==> config.mk <==
export PLATFORM = sky130hd
export DESIGN_NAME = i2c_ack_responder
export DESIGN_NICKNAME = d
export VERILOG_FILES = /design/src/rtl/i2c_resp_pkg.sv /design/src/rtl/i2c_bit_sync.sv /design/src/rtl/i2c_cond_detect.sv /design/src/rtl/i2c_ack_responder.sv
export SDC_FILE = /design/constraint.sdc
export NUM_CORES = 1
export LEC_CHECK = 0
export CORE_AREA = 5 5 91 93
export CTS_BUF_LIST = sky130_fd_sc_hd__clkbuf_16
export DETAILED_ROUTE_END_ITERATION = 8
export DIE_AREA = 0 0 96 98
export PLACE_DENSITY_LB_ADDON = 0.12
export SLEW_MARGIN = 15
export SYNTH_ARGS = -nofsm -noshare
export SYNTH_HDL_FRONTEND = slang
export SYNTH_SLANG_ARGS = --single-unit
==> constraint.sdc <==
create_clock -name clk -period 1.95 [get_ports clk]
set_input_delay 0.195 -clock clk [delete_from_list [all_inputs] [get_ports clk]]
set_output_delay 0.195 -clock clk [all_outputs]
set_load 0.02 [all_outputs]
==> src/rtl/i2c_resp_pkg.sv <==
package i2c_resp_pkg;
  localparam int BYTE_BITS = 8;

  typedef enum logic [2:0] {
    ST_IDLE,
    ST_ADDR,
    ST_ADDR_ACK,
    ST_WR,
    ST_WR_ACK,
    ST_RD,
    ST_RD_ACK
  } resp_state_e;
endpackage

==> src/rtl/i2c_bit_sync.sv <==
module i2c_bit_sync #(
  parameter int STAGES = 2
) (
  input  logic clk,
  input  logic rst_n,
  input  logic d,
  output logic q
);
  logic [STAGES-1:0] chain;

  generate
    for (genvar g = 0; g < STAGES; g++) begin : g_stage
      always_ff @(posedge clk or negedge rst_n) begin
        if (!rst_n) chain[g] <= 1'b1;
        else if (g == 0) chain[g] <= d;
        else chain[g] <= chain[(g == 0) ? 0 : g-1];
      end
    end
  endgenerate

  assign q = chain[STAGES-1];
endmodule

==> src/rtl/i2c_cond_detect.sv <==
module i2c_cond_detect (
  input  logic clk,
  input  logic rst_n,
  input  logic scl_s,
  input  logic sda_s,
  output logic scl_rise,
  output logic scl_fall,
  output logic start_det,
  output logic stop_det
);
  logic scl_q, sda_q;

  always_ff @(posedge clk or negedge rst_n) begin
    if (!rst_n) begin
      scl_q <= 1'b1;
      sda_q <= 1'b1;
    end else begin
      scl_q <= scl_s;
      sda_q <= sda_s;
    end
  end

  assign scl_rise  = scl_s & ~scl_q;
  assign scl_fall  = ~scl_s & scl_q;
  assign start_det = scl_s & scl_q & sda_q & ~sda_s;
  assign stop_det  = scl_s & scl_q & ~sda_q & sda_s;
endmodule

==> src/rtl/i2c_ack_responder.sv <==
module i2c_ack_responder
  import i2c_resp_pkg::*;
#(
  parameter logic [6:0] OWN_ADDR    = 7'h52,
  parameter int         SYNC_STAGES = 2
) (
  input  logic       clk,
  input  logic       rst_n,
  input  logic       scl_i,
  input  logic       sda_i,
  output logic       sda_oe,
  output logic [7:0] rx_data,
  output logic       rx_valid,
  input  logic [7:0] tx_data,
  output logic       tx_load
);
  localparam int CNT_W = $clog2(BYTE_BITS + 1);
  localparam logic [CNT_W-1:0] LAST_BIT = CNT_W'(BYTE_BITS);

  logic scl_s, sda_s;
  logic scl_rise, scl_fall, start_det, stop_det;

  i2c_bit_sync #(.STAGES(SYNC_STAGES)) u_scl_sync (
    .clk(clk), .rst_n(rst_n), .d(scl_i), .q(scl_s));
  i2c_bit_sync #(.STAGES(SYNC_STAGES)) u_sda_sync (
    .clk(clk), .rst_n(rst_n), .d(sda_i), .q(sda_s));

  i2c_cond_detect u_cond (
    .clk(clk), .rst_n(rst_n), .scl_s(scl_s), .sda_s(sda_s),
    .scl_rise(scl_rise), .scl_fall(scl_fall),
    .start_det(start_det), .stop_det(stop_det));

  resp_state_e            state;
  logic [CNT_W-1:0]       bitcnt;
  logic [BYTE_BITS-1:0]   in_sh;
  logic [BYTE_BITS-1:0]   out_sh;
  logic                   read_dir;
  logic                   ack_ok;

  always_ff @(posedge clk or negedge rst_n) begin
    if (!rst_n) begin
      state    <= ST_IDLE;
      bitcnt   <= '0;
      in_sh    <= '0;
      out_sh   <= '0;
      read_dir <= 1'b0;
      ack_ok   <= 1'b0;
      sda_oe   <= 1'b0;
      rx_data  <= '0;
      rx_valid <= 1'b0;
      tx_load  <= 1'b0;
    end else begin
      rx_valid <= 1'b0;
      tx_load  <= 1'b0;
      if (start_det) begin
        state  <= ST_ADDR;
        bitcnt <= '0;
        sda_oe <= 1'b0;
      end else if (stop_det) begin
        state  <= ST_IDLE;
        bitcnt <= '0;
        sda_oe <= 1'b0;
      end else begin
        case (state)
          ST_ADDR, ST_WR: begin
            if (scl_rise) begin
              in_sh  <= {in_sh[BYTE_BITS-2:0], sda_s};
              bitcnt <= bitcnt + 1'b1;
            end else if (scl_fall && bitcnt == LAST_BIT) begin
              if (state == ST_ADDR) begin
                if (in_sh[7:1] == OWN_ADDR) begin
                  sda_oe   <= 1'b1;
                  read_dir <= in_sh[0];
                  state    <= ST_ADDR_ACK;
                end else begin
                  state <= ST_IDLE;
                end
              end else begin
                sda_oe   <= 1'b1;
                rx_data  <= in_sh;
                rx_valid <= 1'b1;
                state    <= ST_WR_ACK;
              end
            end
          end
          ST_ADDR_ACK, ST_WR_ACK: begin
            if (scl_fall) begin
              bitcnt <= '0;
              if (state == ST_ADDR_ACK && read_dir) begin
                out_sh  <= tx_data;
                tx_load <= 1'b1;
                sda_oe  <= ~tx_data[BYTE_BITS-1];
                state   <= ST_RD;
              end else begin
                sda_oe <= 1'b0;
                state  <= ST_WR;
              end
            end
          end
          ST_RD: begin
            if (scl_rise) begin
              bitcnt <= bitcnt + 1'b1;
            end else if (scl_fall) begin
              if (bitcnt == LAST_BIT) begin
                sda_oe <= 1'b0;
                state  <= ST_RD_ACK;
              end else begin
                out_sh <= {out_sh[BYTE_BITS-2:0], 1'b0};
                sda_oe <= ~out_sh[BYTE_BITS-2];
              end
            end
          end
          ST_RD_ACK: begin
            if (scl_rise) begin
              ack_ok <= ~sda_s;
            end else if (scl_fall) begin
              bitcnt <= '0;
              if (ack_ok) begin
                out_sh  <= tx_data;
                tx_load <= 1'b1;
                sda_oe  <= ~tx_data[BYTE_BITS-1];
                state   <= ST_RD;
              end else begin
                sda_oe <= 1'b0;
                state  <= ST_IDLE;
              end
            end
          end
          default: sda_oe <= 1'b0;
        endcase
      end
    end
  end


  oe_scl_low_chk: assert property (@(posedge clk) disable iff (!rst_n)
    (sda_oe != $past(sda_oe)) |-> (!$past(scl_s) || $past(start_det) || $past(stop_det)));


  rx_pulse_chk: assert property (@(posedge clk) disable iff (!rst_n)
    rx_valid |=> !rx_valid);


  start_addr_chk: assert property (@(posedge clk) disable iff (!rst_n)
    start_det |=> (state == ST_ADDR && bitcnt == '0 && !sda_oe));


  nack_release_chk: assert property (@(posedge clk) disable iff (!rst_n)
    (state == ST_RD_ACK && scl_fall && !ack_ok && !start_det && !stop_det)
      |=> (!sda_oe && !tx_load && state == ST_IDLE));


  oe_idle_chk: assert property (@(posedge clk) disable iff (!rst_n)
    (state == ST_IDLE || state == ST_ADDR) |-> !sda_oe);


  load_chk: assert property (@(posedge clk) disable iff (!rst_n)
    tx_load |-> (state == ST_RD && bitcnt == '0));
endmodule

==> out/metrics.cfg <==
[status]
outcome=complete, but fails checks
violations=negative hold slack

[clocking]
clockRootBuffer=clkbuf_16
cts_tree=built
cts_resized=0
ctsHoldBuffers=0
post_cts_buffers=0
clock_sinks=41
numCtsBuffers=5
cts.clk_slew.worst_paths_ns=0.06
clkLatencyLatePin_ns=0.28
clk_path_buf_depth=2
htreeDepth=2

[global_route]
grt_util_met1_pct=13.74
globalRouteMet3Util_pct=2.619
grt_max_degree=42
grt_most_used_layer=met2
grt.overflow.total=0
antenna_found_initial=0
met2_usage_pct=14.92
grt_pass1_wl_mm=7.341
grt_use_total_pct=9.965
grt_pass1_vias=1484

[critical_path]
critPathBufInv=2
cp_max_fo=9
path_cells=inv_1 > ha_1 > and3b_2 > nor2b_1 > and3_1 > buf_12 > mux2_4
required_ns=2.11
slowest_delay_ns=0.41
cp-start-kind=flop
path_delay_family=simple AND/OR/NAND/NOR gates
worstPathArrival_ns=2.00
endpoint_kind=flop
slowest_stage=dfrtp_1
crit_type=reg2reg

[pwr]
combPwrFrac_pct=35.3
sequentialPowerShare_pct=38.1
peakVddDrop_v=0.0003433
internal-power_w=0.002274
clkPwrFrac_pct=26.6
cellPowerDensity_nw_per_um2=1305
power_w=0.003433
swShare_pct=33.77
power_switching_w=0.001159
p_leak_nw=1.179

[final_layout]
drive_gt1_share_pct=28.16
final_cell_count_no_fill=308
mostFrequentLayoutCells=dfrtp_1, clkdlybuf4s50_1, nand2_1
n_antenna_cell=0
area_delta_synth_final_pct=23.87
final_common_cell=dfrtp_1
nNetsFinal=219
design_area_sq_um=2630

[timing]
slew_headroom_pct=65.36
hold_violations=35
final.period_utilization_pct=94.04
clock.fmax_mhz=545.3
tightest_slew_ns=0.5196
finalSetupViolCount=0
final-max-slew-violation-count=0
skew_ns=0.003858
rsz0062_at_grt=false
fin_crit_ns=1.834
final.setup.tns_ns=0
whs_ns=-0.04001
timing.final.ws_setup_ns=0.1163

[worst_hold_path]
hold_path_class=in2async

[yosys]
synth_nets=191
synthTopCellsByArea=dfrtp_1, dfstp_2, mux2_4
ys.flop_type=dfrtp_1
synth_top_cell_by_area=dfrtp_1
avgSynthCellArea_sq_um=12.00
synthCells=177
syn-cell-area_sq_um=2123
yosysWarnings=0
synth_cell_types=47
synth_edf_count=0
yosysTopAreaCellShare_pct=41.25
synthArstFlopShare_pct=100.0
synth_seq_cells=41
ys_seq_area_share_pct=48.67

[route]
routedWlPerCell_um=13.56
dr.pass1.iters=4
drt-total-wl_mm=4.176
final_antenna_net_count=0
dr_total_vias=1374
drtIter0Drc=48
viasPerCell=4.461
drc_errors=0

[placement]
place_congestion=0.8097
post-place-cells=300
numPortBuffers=22
place_ws_ns=0.08900
place_hpwl_mm=3.057
placed_cell_area_sq_um=2466

[floorplan]
placementRows=32
die_width_um=96
core-area_sq_um=7447
die_h_um=98
dieArea_sq_um=9408
start_util_pct=28.51
ios=23

[flow_run]
drv_cap=0

-- power by group through the flow --
stage	sequential [W]	combinational (W)	clock (W)
CTS	0.00131	0.00122	0.000940
floorplan	0.00120	0.00108	0
detailed placement	0.00132	0.00122	0
global route	0.00135	0.00134	0.000972
global placement	0.00131	0.00120	0
finish	0.00131	0.00121	0.000913
-- synthesized netlist by cell type, types with 4 or more instances --
library cell,count
dfrtp_1,35
nand2_1,17
mux2_2,9
mux2_4,9
mux2i_1,9
nor2_1,8
buf_6,6
dfstp_2,6
inv_1,6
o21ai_2,5
a21oi_1,4
nand3_1,4
o21ai_1,4
-- layout make-up --
| type | count | area [sq um] |
|---|---|---|
| timing repair buffer | 32 | 315.3 |
| clock buffer | 5 | 125.1 |
| inverter | 6 | 22.52 |
| tap | 102 | 127.6 |
| clock inverter | 3 | 37.54 |
| multi-input combinational | 119 | 968.4 |
| sequential | 41 | 1033 |
| fill | 771 | 4817 |
-- sequential cells by signal, indices dropped and copies added, names as in the netlist --
register,flops
read_dir,1
in_sh,8
sda_oe,1
u_cond.scl_q,1
out_sh,7
u_sda_sync.q,1
rx_data,8
u_sda_sync.chain,1
ack_ok,1
tx_load,1
state,3
rx_valid,1
u_scl_sync.q,1
bitcnt,4
u_cond.sda_q,1
u_scl_sync.chain,1
-- final timing paths --
check | cells past startpoint | slack, ns | from | to
setup / recovery | 7 | 0.12 | bitcnt[1] | rx_data[3]
hold / removal | 2 | -0.04 | rst_n | state[0]
setup reg to reg | 7 | 0.12 | bitcnt[1] | rx_data[3]
hold reg to reg | 0 | 0.36 | u_scl_sync.chain[0] | u_scl_sync.q
max in group asynchronous | 2 | 1.60 | rst_n | u_cond.sda_q
min in group clk | 1 | 0.32 | scl_i | u_scl_sync.chain[0]
-- worst register-to-register path, cell delays in order, from the launching register on --
cell	delay [ns]
dfrtp_1	0.41
inv_1	0.09
ha_1	0.13
and3b_2	0.24
nor2b_1	0.17
and3_1	0.23
buf_12	0.15
mux2_4	0.30
-- layer usage --
metal  routed length, um  up-vias
met2                1995       16
met4                  60        0
met1                2014      672
met3                 105        6
met5                   0        -
li1                    -      680
-- metrics by stage --
step / utilization (%) / hold slack (ns)
after floorplan: - / -0.1006
after global placement: 33.11 / 0.2911
after detailed placement: 33.11 / 0.3028
after CTS: 35.30 / 0.006107
after global routing: 35.32 / 0.05017
final: 35.32 / -0.04001
-- kinds of logic after synthesis --
logic type                 Yosys count  share of synthesized area, %
AOI/OAI and AO/OA                   33                         12.02
xor gates and xnor gates             3                         1.591
adders and majority gates            2                         1.178
buffers and inverters               17                         5.775
DFF                                 41                         48.67
muxes                               29                         16.44
and+or+nand+nor                     52                         14.32
Note: power is estimated with default switching activity, not from simulation.
